--- src/rtl/pix_out_fmt.sv ---
module pix_out_fmt #(
  parameter int CW   = 6,
  parameter int NCTL = 4
) (
  input  logic            dot_clk,
  input  logic            rst_n,
  input  logic            pix_valid,
  input  logic [3*CW-1:0] pix_rgb,
  input  logic            pix_hs,
  input  logic            pix_vs,
  input  logic [NCTL-1:0] pix_ctl,
  input  logic            one_ppc,
  input  logic [1:0]      panel_sel,
  input  logic            sclk_fall,
  input  logic            force_lo,
  input  logic            force_hi,
  output logic [3*CW-1:0] port0,
  output logic [3*CW-1:0] port1,
  output logic            hsync_o,
  output logic            vsync_o,
  output logic [NCTL-1:0] ctl_o,
  output logic            sclk_en,
  output logic            panel_err
);
  localparam int PW = 3*CW;

  logic [PW-1:0] first_q;
  logic          have_q, mode_q;

  wire bad_code = (panel_sel == 2'b11);
  wire mode_chg = (one_ppc != mode_q);
  wire pair_out = !one_ppc && pix_valid && have_q && !mode_chg;

  always_ff @(posedge dot_clk) begin
    if (!rst_n) begin
      port0 <= '0; port1 <= '0; hsync_o <= 1'b0; vsync_o <= 1'b0;
      ctl_o <= '0; sclk_en <= 1'b0; panel_err <= 1'b0;
      first_q <= '0; have_q <= 1'b0; mode_q <= 1'b1;
    end else begin
      mode_q <= one_ppc;
      if (force_lo || force_hi || bad_code) begin
        port0   <= {PW{force_hi && !force_lo}};
        port1   <= {PW{force_hi && !force_lo}};
        hsync_o <= force_hi && !force_lo;
        vsync_o <= force_hi && !force_lo;
        ctl_o   <= {NCTL{force_hi && !force_lo}};
        sclk_en <= force_hi && !force_lo;
        panel_err <= !force_lo;
        have_q  <= 1'b0;
      end else begin
        panel_err <= 1'b0;
        if (one_ppc) begin
          sclk_en <= pix_valid;
          have_q  <= 1'b0;
          if (pix_valid) begin
            port0 <= '1; port1 <= pix_rgb;
            hsync_o <= pix_hs; vsync_o <= pix_vs; ctl_o <= pix_ctl;
          end
        end else begin
          sclk_en <= pair_out ? sclk_fall : !sclk_fall;
          if (pair_out) begin
            port0 <= first_q; port1 <= pix_rgb;
            hsync_o <= pix_hs; vsync_o <= pix_vs; ctl_o <= pix_ctl;
            have_q <= 1'b0;
          end else if (pix_valid) begin
            first_q <= pix_rgb;
            have_q  <= 1'b1;
          end else if (mode_chg) begin
            have_q <= 1'b0;
          end
        end
      end
    end
  end
endmodule


--- config.mk ---
export PLATFORM = sky130hd
export DESIGN_NAME = pix_out_fmt
export DESIGN_NICKNAME = d
export VERILOG_FILES = /design/src/rtl/pix_out_fmt.sv
export SDC_FILE = /design/constraint.sdc
export NUM_CORES = 1
export LEC_CHECK = 0
export BUFFER_PORTS_ARGS = -buffer_cell sky130_fd_sc_hd__buf_2
export CORE_MARGIN = 3
export CORE_UTILIZATION = 42
export DETAILED_ROUTE_END_ITERATION = 6
export GPL_ROUTABILITY_DRIVEN = 0
export HOLD_SLACK_MARGIN = 0.08
export PLACE_DENSITY_LB_ADDON = 0.2
export RECOVER_POWER = 50
export SLEW_MARGIN = 20
export SYNTH_ARGS = -nofsm -noshare
export SYNTH_HDL_FRONTEND = slang
export SYNTH_SLANG_ARGS = --single-unit
--- constraint.sdc ---
create_clock -name dot_clk -period 3 [get_ports dot_clk]
set_input_delay 0.3 -clock dot_clk [delete_from_list [all_inputs] [get_ports dot_clk]]
set_output_delay 0.3 -clock dot_clk [all_outputs]
set_load 0.01 [all_outputs]
==> summary.md <==
| Metric | Value |
|---|---|
| DP Worst Slack | a little over 1000 ps |
| Crit path DAT | 2270 ps |
| Outcome | complete, no violations |
| Largest net degree at the start of global routing | 62 |
| Root buffer cell | clkbuf_8 |
| Synth top cells by count | dfxtp_1, a211oi_1, nor2_1 |
| Worst slew pin tran | around 1100 ps |
| Fin cells | roughly 430 |
| Pwr/cell area | ~550 nW/um^2 |
| Initial antenna violation count | 0 |
| Top cells by area, synth | dfxtp_1, o311a_1, a211oi_1, buf_6, a2111oi_0 |
| Initial Util | 44.3% |
| DRT iter0 DRCs | 140 |
| Syn_nets | between 300 and 400 |
| Share of post-route cells with drive strength above 1 | between 10% and 20% |
| Final TNS setup | 0 ps |
| Post-DP HPWL | about 4800 um |
| First-pass GRT wire length | around 12,000 um |
| Leakage Power | approximately 1.2 nW |
| Worst Path Required | ~3300 ps |
| Period minus WS final | 2020 ps |
| Share of the synthesized area in the top cell type | 44.2% |
| 1st-pass router iterations | 5 |
| # setup viols final | 0 |
| FILL cells | between 600 and 700 |
| MaxCap Viol Count | 0 |
| DRC | 0 |
| IO Pins | 77 |
| Worst VDD drop | 282 uV |
| Fin. max-slew vios | 0 |
| Final period utilization | about 67% |
| Seq pwr share | roughly half |
| Final Hold Fails | 0 |
| Setup Skew | between 4 and 5 ps |
| Synthesis warning total | 0 |
| Logic pwr share | 12.0% |
| Switching share of total power | around 29% |
| RSZ-0062 raised after global routing | no |
| Vias | 2,575 |
| Clock share of power | 36.4% |
| Worst path cell trace | buf_2 > nor2b_1 > buf_4 > o21ai_2 > buf_4 > a211oi_1 |
| DR WL/cell | approximately 17 um |
| Worst-path maximum fanout | 27 |
| CTS Sinks | 64 |
| Worst-path clk slew | ~70 ps |
| Grt ovf | 0 |
| Most used DFF post-synth | dfxtp_1 |
| CTS tree | done |
| FFs w/ async S/R, synth | 0% |
| Synth cell types | 32 |
| GR Util All Layers | 19.3% |
| Buf/Inv on CP | 3 |
| Highest Clock Rate | between 400 and 500 MHz |
| Hold slack | 193 ps |
| Syn Inst Count | approximately 290 |
| Port bufs | 76 |
| Synthesized area | slightly below 3000 sq um |
| DIE AREA | between 7000 and 8000 sq um |
| Area Growth Syn to Fin | 12.1% |
| Core Box Area | about 6500 sq um |
| Rows | 29 |
| Post-layout util | between 40% and 50% |
| Critical Path Slowest Stage Cell | nor2b_1 |
| Clock buffer depth | 2 |
| Count leader, synth | dfxtp_1 |
| Vias in the first global route | between 2k and 2.5k |
| Pint | 1.27 mW |
| Final ANT Viol Nets | 0 |
| Die X | between 80 and 90 um |
| Cts repair resizes | 0 |
| CP endpoint kind | flop |
| TritonCTS buffer count | 9 |
| DRT Wirelength | between 7000 and 8000 um |
| Sequential fraction of the synthesis area | 44.2% |
| EDFF count, synth | 0 |
| Critical path type | primary input to flop |
| Cell repeated most along the worst path | buf_4 |
| Final worst setup slack | around 1000 ps |
| Diode count | 0 |
| CTS H-tree depth | 3 |
| Vias/cell | 6.04 |
| Total Nets Final | 377 |
| Number of setup buffers added after CTS | 0 |
| Sw power | roughly 0.5 mW |
| Critical path's top delay family | simple AND/OR/NAND/NOR gates |
| Die H | roughly 89 um |
| HP Class | primary input to flop |
| Post-synthesis area per instance | about 10 sq um |
| Clock Latency Late Sink | 340 ps |
| Hold_buf cts | 0 |
| Placed insts | 410 |
| Crit path launch type | primary input |
| Yosys reg bits | 64 |
| Yosys top cell by area | dfxtp_1 |
| Slew margin rel. | approximately a quarter |
| Delay of the slowest critical-path stage | between 800 and 900 ps |
## state kept, by name, summed over array words and instances, names as in the netlist
name,flops
panel_err,1
sclk_en,1
first_q,18
port1,18
port0,18
ctl_o,4
vsync_o,1
mode_q,1
have_q,1
hsync_o,1
## metal layers
metal	up-vias	wire length, um	global-route usage, %
li1	1263	-	-
met1	1227	3490	26.1
met2	75	3440	30.8
met3	10	410	5.53
met4	0	66	4.47
met5	-	0	0
## power groups by stage
stage	clock [mW]	sequential (mW)	combinational (mW)
5_1_grt	0.696	0.921	0.235
6_report	0.645	0.915	0.212
4_1_cts	0.663	0.915	0.224
3_3_place_gp	0	0.933	0.221
2_1_floorplan	0	0.951	0.128
3_5_place_dp	0	0.934	0.223
## cell type report
cell class / count / area [sq um] / share of cell area, %
multi-input cells: 184 / 1320 / 40.6
flip-flops and latches: 64 / 1280 / 39.4
repair buffers: 82 / 369 / 11.4
clock buffers: 9 / 124 / 3.81
well taps: 77 / 96.3 / 2.97
clock inverters: 7 / 48.8 / 1.50
inverters: 3 / 11.3 / 0.347
## layout by cell type (no fill, tap or decap), types with 18 or more instances in the layout
cell type and count:
buf_2 31, nand4_1 18, a2111oi_0 18, a21oi_1 20, a211oi_1 24, o311a_1 19
clkbuf_1 45, o31ai_1 18, or3_1 18, nor2_1 24, dfxtp_1 64
## through the flow
stage	power, mW	instance area (sq um)
after floorplan	1.08	2900
after global placement	1.15	3130
after detailed placement	1.16	3130
after CTS	1.80	3300
after global routing	1.85	3250
final	1.77	3250
## worst paths after layout
path	from	endpoint	slack [ps]	depth (start not counted)
hold reg to reg	first_q[17]	first_q[17]	470	2
hold / removal	force_lo	panel_err	190	2
setup / recovery	force_hi	port1[7]	980	6
setup reg to reg	have_q	port1[7]	1250	4
## worst register-to-register path, delay by kind of cell, from the launching register on
| kind | cells | cell delay, ps |
|---|---|---|
| and+or+nand+nor | 1 | 690 |
| DFF | 1 | 420 |
| AOI/OAI and AO/OA | 2 | 320 |
| buffers and inverters | 1 | 240 |
## logic make-up after synthesis
| group | after synthesis | share of synthesized area, % |
|---|---|---|
| AOI/OAI and AO/OA | 113 | 30.8 |
| DFF | 64 | 44.2 |
| buffers and inverters | 41 | 10.8 |
| xor gates and xnor gates | 1 | 0.302 |
| and+or+nand+nor | 70 | 13.8 |
No activity file was read; power rests on OpenSTA's default activity.
